`src/rtl/hpc_pkg.sv`:
```
`timescale 1ns/1ps
// Package: shared widths, field positions and class indices for the
// hybrid prefix classifier. Field positions assume bit 0 of the pair is
// word[63] (most-significant-first numbering).
package hpc_pkg;
    localparam int WORD_W  = 64;
    localparam int PO_W    = 6;
    localparam int PFX_W   = 24;
    localparam int SUB_W   = 5;
    localparam int NUM_CLS = 8;

    localparam int PO_LO   = WORD_W - PO_W;          // 58
    localparam int PFX_LO  = PO_LO - PFX_W;          // 34
    localparam int MODE_LO = PFX_LO - 2;             // 32
    localparam int VBIT    = MODE_LO - 1;            // 31
    localparam int SUB_LO  = VBIT - SUB_W;           // 26

    localparam logic [PO_W-1:0]  OPC_PFX   = 6'd1;
    localparam logic [PO_W-1:0]  OPC_HYB   = 6'd9;
    localparam logic [SUB_W-1:0] SUB_MATCH = 5'b10001;

    typedef enum logic [2:0] {
        CLS_PLAIN32 = 3'd0,
        CLS_PFX1    = 3'd1,
        CLS_EXT32   = 3'd2,
        CLS_SCALAR  = 3'd3,
        CLS_SINGLE  = 3'd4,
        CLS_VECTOR  = 3'd5,
        CLS_UNVEC   = 3'd6,
        CLS_RSVD    = 3'd7
    } cls_idx_e;

    typedef struct packed {
        logic [PO_W-1:0]  po;
        logic [PFX_W-1:0] pfx;
        logic [1:0]       mode;
        logic             vbit;
        logic [SUB_W-1:0] sub;
        logic [1:0]       tail;
    } fields_t;
endpackage

```
`src/rtl/hpc_fields.sv`:
```
`timescale 1ns/1ps
// Module: hpc_fields
// Slices the word pair into the fields the class tree needs and reduces
// the prefix field to a zero flag. Pure wiring plus one wide NOR.
// Assumes the package field positions match the word layout.
module hpc_fields
    import hpc_pkg::*;
(
    input  logic [WORD_W-1:0] word_i,
    output fields_t           fld_o,
    output logic              pfx_zero_o
);
    // Field extraction.
    always_comb begin
        fld_o.po   = word_i[WORD_W-1:PO_LO];
        fld_o.pfx  = word_i[PO_LO-1:PFX_LO];
        fld_o.mode = word_i[PFX_LO-1:MODE_LO];
        fld_o.vbit = word_i[VBIT];
        fld_o.sub  = word_i[VBIT-1:SUB_LO];
        fld_o.tail = word_i[1:0];
    end

    // Zero detect on the prefix field.
    assign pfx_zero_o = ~|word_i[PO_LO-1:PFX_LO];
endmodule

```
`src/rtl/hpc_tree.sv`:
```
`timescale 1ns/1ps
// Module: hpc_tree
// Decision tree that maps the extracted fields to a one-hot class vector.
// clk and rst_n serve only the embedded assertions; logic is combinational.
module hpc_tree
    import hpc_pkg::*;
(
    input  logic               clk,
    input  logic               rst_n,
    input  fields_t            fld_i,
    input  logic               pfx_zero_i,
    output logic [NUM_CLS-1:0] cls_o
);
    cls_idx_e idx;
    logic     is_hyb;
    logic     sub_hit;

    assign is_hyb  = (fld_i.po == OPC_HYB);
    assign sub_hit = (fld_i.sub == SUB_MATCH);

    // Class selection by opcode, then mode, then sub-opcode and tail.
    always_comb begin
        if (fld_i.po == OPC_PFX)       idx = CLS_PFX1;
        else if (!is_hyb)              idx = CLS_PLAIN32;
        else begin
            unique case (fld_i.mode)
                2'b00: idx = CLS_EXT32;
                2'b01: idx = pfx_zero_i ? CLS_UNVEC : CLS_SINGLE;
                2'b11: idx = CLS_VECTOR;
                default: begin
                    if (!sub_hit)
                        idx = fld_i.vbit ? CLS_VECTOR
                            : (pfx_zero_i ? CLS_SCALAR : CLS_SINGLE);
                    else if (fld_i.vbit)
                        idx = CLS_RSVD;
                    else begin
                        unique case (fld_i.tail)
                            2'b00:   idx = pfx_zero_i ? CLS_RSVD : CLS_SINGLE;
                            2'b01:   idx = CLS_VECTOR;
                            default: idx = CLS_RSVD;
                        endcase
                    end
                end
            endcase
        end
    end

    // One-hot expansion of the selected index.
    always_comb begin
        cls_o      = '0;
        cls_o[idx] = 1'b1;
    end

    p_onehot_r1: assert property (@(posedge clk) disable iff (!rst_n)
        $countones(cls_o) == 1);
    p_opc1_r2: assert property (@(posedge clk) disable iff (!rst_n)
        (fld_i.po == OPC_PFX) |-> cls_o[CLS_PFX1]);
    p_ext32_r3: assert property (@(posedge clk) disable iff (!rst_n)
        (is_hyb && fld_i.mode == 2'b00) |-> cls_o[CLS_EXT32]);
    p_vec_mode_r5: assert property (@(posedge clk) disable iff (!rst_n)
        (is_hyb && fld_i.mode == 2'b11) |-> cls_o[CLS_VECTOR]);
    p_single_nz_r4: assert property (@(posedge clk) disable iff (!rst_n)
        cls_o[CLS_SINGLE] |-> !pfx_zero_i);
    p_vbit_hit_r9: assert property (@(posedge clk) disable iff (!rst_n)
        (is_hyb && fld_i.mode == 2'b10 && fld_i.vbit && sub_hit) |-> cls_o[CLS_RSVD]);
endmodule

```
`src/rtl/hybrid_prefix_classifier.sv`:
```
`timescale 1ns/1ps
// Module: hybrid_prefix_classifier
// Top level: field slicer, class tree and an optional output register.
// OUT_REG=1 adds one cycle of latency; reset is synchronous, active low.
module hybrid_prefix_classifier
    import hpc_pkg::*;
#(
    parameter bit OUT_REG = 1'b1
) (
    input  logic               clk,
    input  logic               rst_n,
    input  logic [63:0]        word_i,
    output logic [7:0]         cls_o,
    output logic [23:0]        prefix_o,
    output logic               prefix_zero_o
);
    fields_t            fld;
    logic               pfx_zero;
    logic [NUM_CLS-1:0] cls_c;

    hpc_fields u_fields (
        .word_i     (word_i),
        .fld_o      (fld),
        .pfx_zero_o (pfx_zero)
    );

    hpc_tree u_tree (
        .clk        (clk),
        .rst_n      (rst_n),
        .fld_i      (fld),
        .pfx_zero_i (pfx_zero),
        .cls_o      (cls_c)
    );

    generate
        if (OUT_REG) begin : g_reg
            logic [NUM_CLS-1:0] cls_q;
            logic [PFX_W-1:0]   pfx_q;
            logic               zero_q;

            // Output stage: capture class and prefix, clear on reset.
            always_ff @(posedge clk) begin
                if (!rst_n) begin
                    cls_q  <= NUM_CLS'(1);
                    pfx_q  <= '0;
                    zero_q <= 1'b1;
                end else begin
                    cls_q  <= cls_c;
                    pfx_q  <= fld.pfx;
                    zero_q <= pfx_zero;
                end
            end

            assign cls_o         = cls_q;
            assign prefix_o      = pfx_q;
            assign prefix_zero_o = zero_q;

            p_latency_r12: assert property (@(posedge clk) disable iff (!rst_n)
                $past(rst_n) |-> (cls_o == $past(cls_c)));
            p_zero_flag_r10: assert property (@(posedge clk) disable iff (!rst_n)
                prefix_zero_o |-> (prefix_o == '0));
        end else begin : g_comb
            assign cls_o         = cls_c;
            assign prefix_o      = fld.pfx;
            assign prefix_zero_o = pfx_zero;
        end
    endgenerate
endmodule

```
`config.mk`:
```
export PLATFORM = sky130hd
export DESIGN_NAME = hybrid_prefix_classifier
export DESIGN_NICKNAME = d
export VERILOG_FILES = /design/src/rtl/hpc_pkg.sv /design/src/rtl/hpc_fields.sv /design/src/rtl/hpc_tree.sv /design/src/rtl/hybrid_prefix_classifier.sv
export SDC_FILE = /design/constraint.sdc
export NUM_CORES = 1
export LEC_CHECK = 0
export ABC_AREA = 1
export BUFFER_PORTS_ARGS = -buffer_cell sky130_fd_sc_hd__clkbuf_2
export CORE_MARGIN = 4
export CORE_UTILIZATION = 36
export DETAILED_ROUTE_END_ITERATION = 12
export MAX_ROUTING_LAYER = met4
export PLACE_DENSITY = 0.69
export SKIP_LAST_GASP = 1
export SLEW_MARGIN = 20
export SYNTH_ARGS = -nofsm -noshare
export SYNTH_HDL_FRONTEND = slang
export SYNTH_HIERARCHICAL = 1
export SYNTH_SLANG_ARGS = --single-unit
```
`constraint.sdc`:
```
create_clock -name clk -period 1.9 [get_ports clk]
set_input_delay 0.285 -clock clk [delete_from_list [all_inputs] [get_ports clk]]
set_output_delay 0.285 -clock clk [all_outputs]
set_load 0.02 [all_outputs]
```
Yosys cells after proc, flatten, opt, wreduce, memory -nomap -nowiden

Index checks and enable logic that the tools add are counted.

Eq/ne operators: 6
Magnitude comparators: 2
Reduce and logical (&&, ||, !) cells: 5
Mux-type cells: 12

Operator list:

| cell               | count |
|---|---|
| $reduce_or 24->1   | 1 |
| $mux 3             | 6 |
| $pmux 3 s3         | 1 |
| $eq 6x1->1 const B | 1 |
| $eq 6x4->1 const B | 1 |
| $pmux 3 s2         | 1 |
| $eq 5x5->1 const B | 1 |
| $eq 2x1->1 const B | 2 |
| $logic_not 2->1    | 2 |
| $lt 3x4->1 const B | 1 |
| $mux 2             | 2 |
| $demux 1 s3        | 1 |
| $ge 3x1->1 const B | 1 |
| $eq 2x2->1 const B | 1 |
| $logic_and 1x1->1  | 1 |
| $logic_not 1->1    | 1 |
| $mux 1             | 1 |

Bits of input ports: 66
Output and inout port bits: 33
Flip-flop bits (word level): 33

Depth between registers and ports, before layout

Depth after elaboration: 12
Gate-level depth with buffers: 14
Gate-level depth less buffers: 14

By module

Netlist, hierarchy kept.

Modules (own cells, without submodules):

| module                   | cells an instance | times used | seq. area each (sq um) | area each (sq um) |
|---|---|---|---|---|
| hybrid_prefix_classifier | 103               | 1          | 660.6                  | 989.7 |
| hpc_fields               | 61                | 1          | 0.0                    | 384.1 |
| hpc_tree                 | 54                | 1          | 0.0                    | 262.8 |

Worst setup path after synthesis

No wires, ideal clock.

Kind: input-to-reg
From: in word_i[57]
To: reg g_reg.cls_q[2] (netlist: cls_o[2])
Arrival time: 1.366 ns
Buffers on the path: 0
Slack: 0.480 ns
Cell stages on the path: 13
Library setup time: 0.054 ns
Cells stage by stage: nor2_1 -> nand2_1 -> nor2_1 -> nand2_1 -> nor2_2 -> inv_1 -> nor2_1 -> nand2_1 -> nand3_1 -> nand3_1 -> nor2_1 -> nand2_2 -> inv_2

Cells in the longest elaborated chain, start to end: 12

RTL lines:

| item                                                                  | line                           | source |
|---|---|---|
| from (decl)                                                           | hybrid_prefix_classifier.sv:12 | `input logic [63:0] word_i,` |
| $reduce_or 24->1 (*)                                                  | hpc_fields.sv:24               | `assign pfx_zero_o = ~\|word_i[PO_LO-1:PFX_LO];` |
| $mux 2                                                                | hpc_tree.sv:38                 | `2'b00: idx = pfx_zero_i ? CLS_RSVD : CLS_SINGLE;` |
| $pmux 3 s2                                                            | hpc_tree.sv:37                 | `unique case (fld_i.tail)` |
| $mux 3                                                                | hpc_tree.sv:34                 | `else if (fld_i.vbit)` |
| $mux 3                                                                | hpc_tree.sv:31                 | `if (!sub_hit)` |
| $pmux 3 s3 (*)                                                        | hpc_tree.sv:26                 | `unique case (fld_i.mode)` |
| $mux 3 (*)                                                            | hpc_tree.sv:24                 | `else if (!is_hyb) idx = CLS_PLAIN32;` |
| $mux 3 (*)                                                            | hpc_tree.sv:23                 | `if (fld_i.po == OPC_PFX) idx = CLS_PFX1;` |
| $lt 3x4->1 (not written as such) / $ge 3x1->1 (equally long branches) | hpc_tree.sv:51                 | `cls_o[idx] = 1'b1;` |
| $logic_and 1x1->1 (not written as such)                               | hpc_tree.sv:51                 |  |
| $mux 1 (not written as such)                                          | hpc_tree.sv:51                 |  |
| $demux 1 s3 (*)                                                       | -                              |  |
| via cls_c[2]                                                          | hybrid_prefix_classifier.sv:19 | `logic [NUM_CLS-1:0] cls_c;` |
| to (signal assigned)                                                  | hybrid_prefix_classifier.sv:48 | `cls_q <= cls_c;` |
| to (decl)                                                             | hybrid_prefix_classifier.sv:37 | `logic [NUM_CLS-1:0] cls_q;` |

The timed path passes the listed nets; every way through them passes the cells marked *.
A chain may end at the register's enable or synchronous reset.

Worst setup path in the final report

From: in word_i[51]
To: reg g_reg.cls_q[3] (netlist: cls_o[3])

Same word-level chain as after synthesis.

==> impl_metrics.py <==
metrics = {
    "status": {
        "outcome": "finished, final reports clean",
    },
    "clock_tree": {
        "cts_tree": "yes",
        "cts_hold_buf": 0,
        "ctsLongestPathBuffers": 2,
        "postCtsSetupRepairBufs": 0,
        "cts_resized": 0,
        "cts_buffers": 5,
        "cts_root_buf": "clkbuf_8",
        "clock-sinks": 33,
        "clkTransAtPathRegs_ns": 0.06,
        "htree_levels": 2,
    },
    "global_route": {
        "grt_pass1_wl_mm": 4.022,
        "antenna_found_initial": 0,
        "grt_overflow": 0,
        "grt_start_max_net_pins": 34,
        "grtUsageTotal_pct": 9.764,
        "grt_pass1_vias": 1042,
    },
    "synthesis": {
        "synth-seq-cells": 33,
        "synth.largest_area_cell": "dfxtp_1",
        "synth_top_area_share_pct": 40.37,
        "syn_inst": 218,
        "ys_warn_count": 6,
        "synth_seq_area_share_pct": 40.37,
        "post_synth_num_cell_types": 20,
        "syn_area_mm2": 0.001637,
        "synthTopCellsByArea": "dfxtp_1 (40%), buf_4 (18%), nand2_1 (9.2%)",
        "synth_area_per_cell_um2": 7.507,
        "synthesis.nets": 284,
    },
    "floorplanning": {
        "ioPinCount": 99,
        "start_util_pct": 37.33,
        "dieWidth_um": 75.43,
        "rows": 24,
        "die_area_mm2": 0.005689,
        "coreArea_mm2": 0.004384,
        "die_height_um": 75.43,
    },
    "routing": {
        "dr_total_vias": 1223,
        "via_per_inst": 3.958,
        "ant_nets": 0,
        "totalWireLength_mm": 2.727,
        "drtIter0Drc": 58,
        "drcViolationCount": 0,
        "wl_per_cell_um": 8.825,
        "dr.pass1.iters": 4,
    },
    "placement": {
        "portBuffers": 74,
        "gp_congestion": 0.8084,
        "dp_hpwl_mm": 2.261,
    },
    "hold_path": {
        "hold_depth": 3,
        "hp-class": "in2reg",
        "min_to": "prefix_o[3]",
        "hp-start": "word_i[37]",
    },
    "power_and_ir_drop": {
        "powerDensity_mw_per_mm2": 771.9,
        "power_mw": 1.390,
        "peakVddDrop_uv": 217.9,
        "power_leakage_nw": 1.101,
    },
    "setup_path": {
        "cp_data_arrival_time_ns": 1.65,
        "worst_ep_required_time_ns": 2.12,
        "critPathLaunchType": "input pin",
        "crit_type": "in2reg",
        "worstSetupEndpointType": "register",
        "cp_max_fo": 3,
    },
    "cells_and_area": {
        "finalNetCount": 322,
        "drive_above_1_share_pct": 42.80,
        "n_antenna_cell": 0,
        "area_growth_pct": 10.02,
    },
    "timing": {
        "finalSetupViolCount": 0,
        "max_freq_mhz": 702.7,
        "hold_viol": 0,
        "finalMaxSlewViolations": 0,
        "slew_headroom_pct": 52.61,
        "fin_tns_setup_ns": 0,
        "rsz0062_at_grt": "no",
        "tightestPinTransition_ns": 0.7108,
        "period_needed_ns": 1.423,
        "fin_crit_sh_pct": 74.90,
    },
    "job": {
        "maxCapViolCount": 0,
    },
}
## metrics by stage
| step | area, um2 | utilization [%] | cells | hold slack [ns] | worst slack, ns |
|---|---|---|---|---|---|
| global route | 1800 | 41.07 | 309 | 0.2042 | 0.1805 |
| detailed placement | 1718 | 39.18 | 301 | 0.4868 | 0.1377 |
| global placement | 1718 | 39.18 | 301 | 0.4831 | 0.1390 |
| floorplan | 1637 | - | 218 | 0.4638 | 0.4802 |
| finish | 1800 | 41.07 | 309 | 0.2072 | 0.4769 |
| CTS | 1800 | 41.07 | 309 | 0.1943 | 0.4327 |
## registers in the layout (all words and copies together) (netlist names)
signal / cells
cls_o: 8
prefix_o: 24
prefix_zero_o: 1
## routing by layer
metal  up-vias  global-route usage [%]  share of wire (%)
met5         -                       -                  0
met1       503                   9.215                 37
met2        52                   17.16                 50
met3         5                   3.166                 11
li1        663                       -                  -
met4         0                   5.825                2.2
## cell usage after synthesis, drive strengths merged
master	instances
nand2	49
nand4	1
nand3	9
nor3b	1
a21oi	2
dfxtp	33
buf	44
o21ai	2
nor3	2
inv	43
nor2	32
## critical path, cell delays in order
cell and delay, ns:
clkbuf_2 0.09, nor2_1 0.10, nand2_1 0.06, nor2_1 0.11, nand2_1 0.07, nor2_2 0.14, inv_1 0.07, nor2_1 0.12
nand2_1 0.09, nand3_1 0.14, nand3_1 0.12, nor2_1 0.13, nand2_2 0.07, inv_2 0.06
## logic make-up after synthesis
group,count (synthesis),share of synthesized area [%]
AND/OR/NAND/NOR,94,26.45
AO/OA/AOI/OAI,4,1.223
flip-flops,33,40.37
buffers and inverters,87,31.96
## cell type report
| class | instances | area (um2) |
|---|---|---|
| clock buffers | 6 | 72.57 |
| clock inverters | 2 | 10.01 |
| fillers | 474 | 2584 |
| inverters | 43 | 161.4 |
| multi-input cells | 98 | 452.9 |
| flip-flops and latches | 33 | 660.6 |
| well taps | 52 | 65.06 |
| repair buffers | 75 | 377.9 |
## layout by cell type (no fill, tap or decap), drive strengths merged
cell	netlist	final
clkbuf	0	80
inv	43	43
clkinv	0	2
buf	44	1
a21oi	2	2
dfxtp	33	33
o21ai	2	2
nor2	32	32
nand4	1	1
nand2	49	49
nor3b	1	1
nand3	9	9
nor3	2	2
## power by group
| part | total (mW) | internal [mW] | switching, mW |
|---|---|---|---|
| logic | 0.180 | 0.0706 | 0.110 |
| registers | 0.727 | 0.721 | 0.00664 |
| clock network | 0.482 | 0.253 | 0.229 |
| total | 1.39 | 1.04 | 0.345 |
## worst max-delay path by stage
stage | from | end | slack, ns | cells past startpoint
2_1_floorplan | word_i[57] | cls_o[2] | 0.48 | 13
3_3_place_gp | word_i[51] | cls_o[2] | 0.14 | 14
3_5_place_dp | word_i[51] | cls_o[3] | 0.14 | 14
4_1_cts | word_i[51] | cls_o[3] | 0.43 | 14
5_1_grt | word_i[53] | cls_o[2] | 0.18 | 14
6_report | word_i[51] | cls_o[3] | 0.48 | 14
Power figures use the tool's default switching activity.
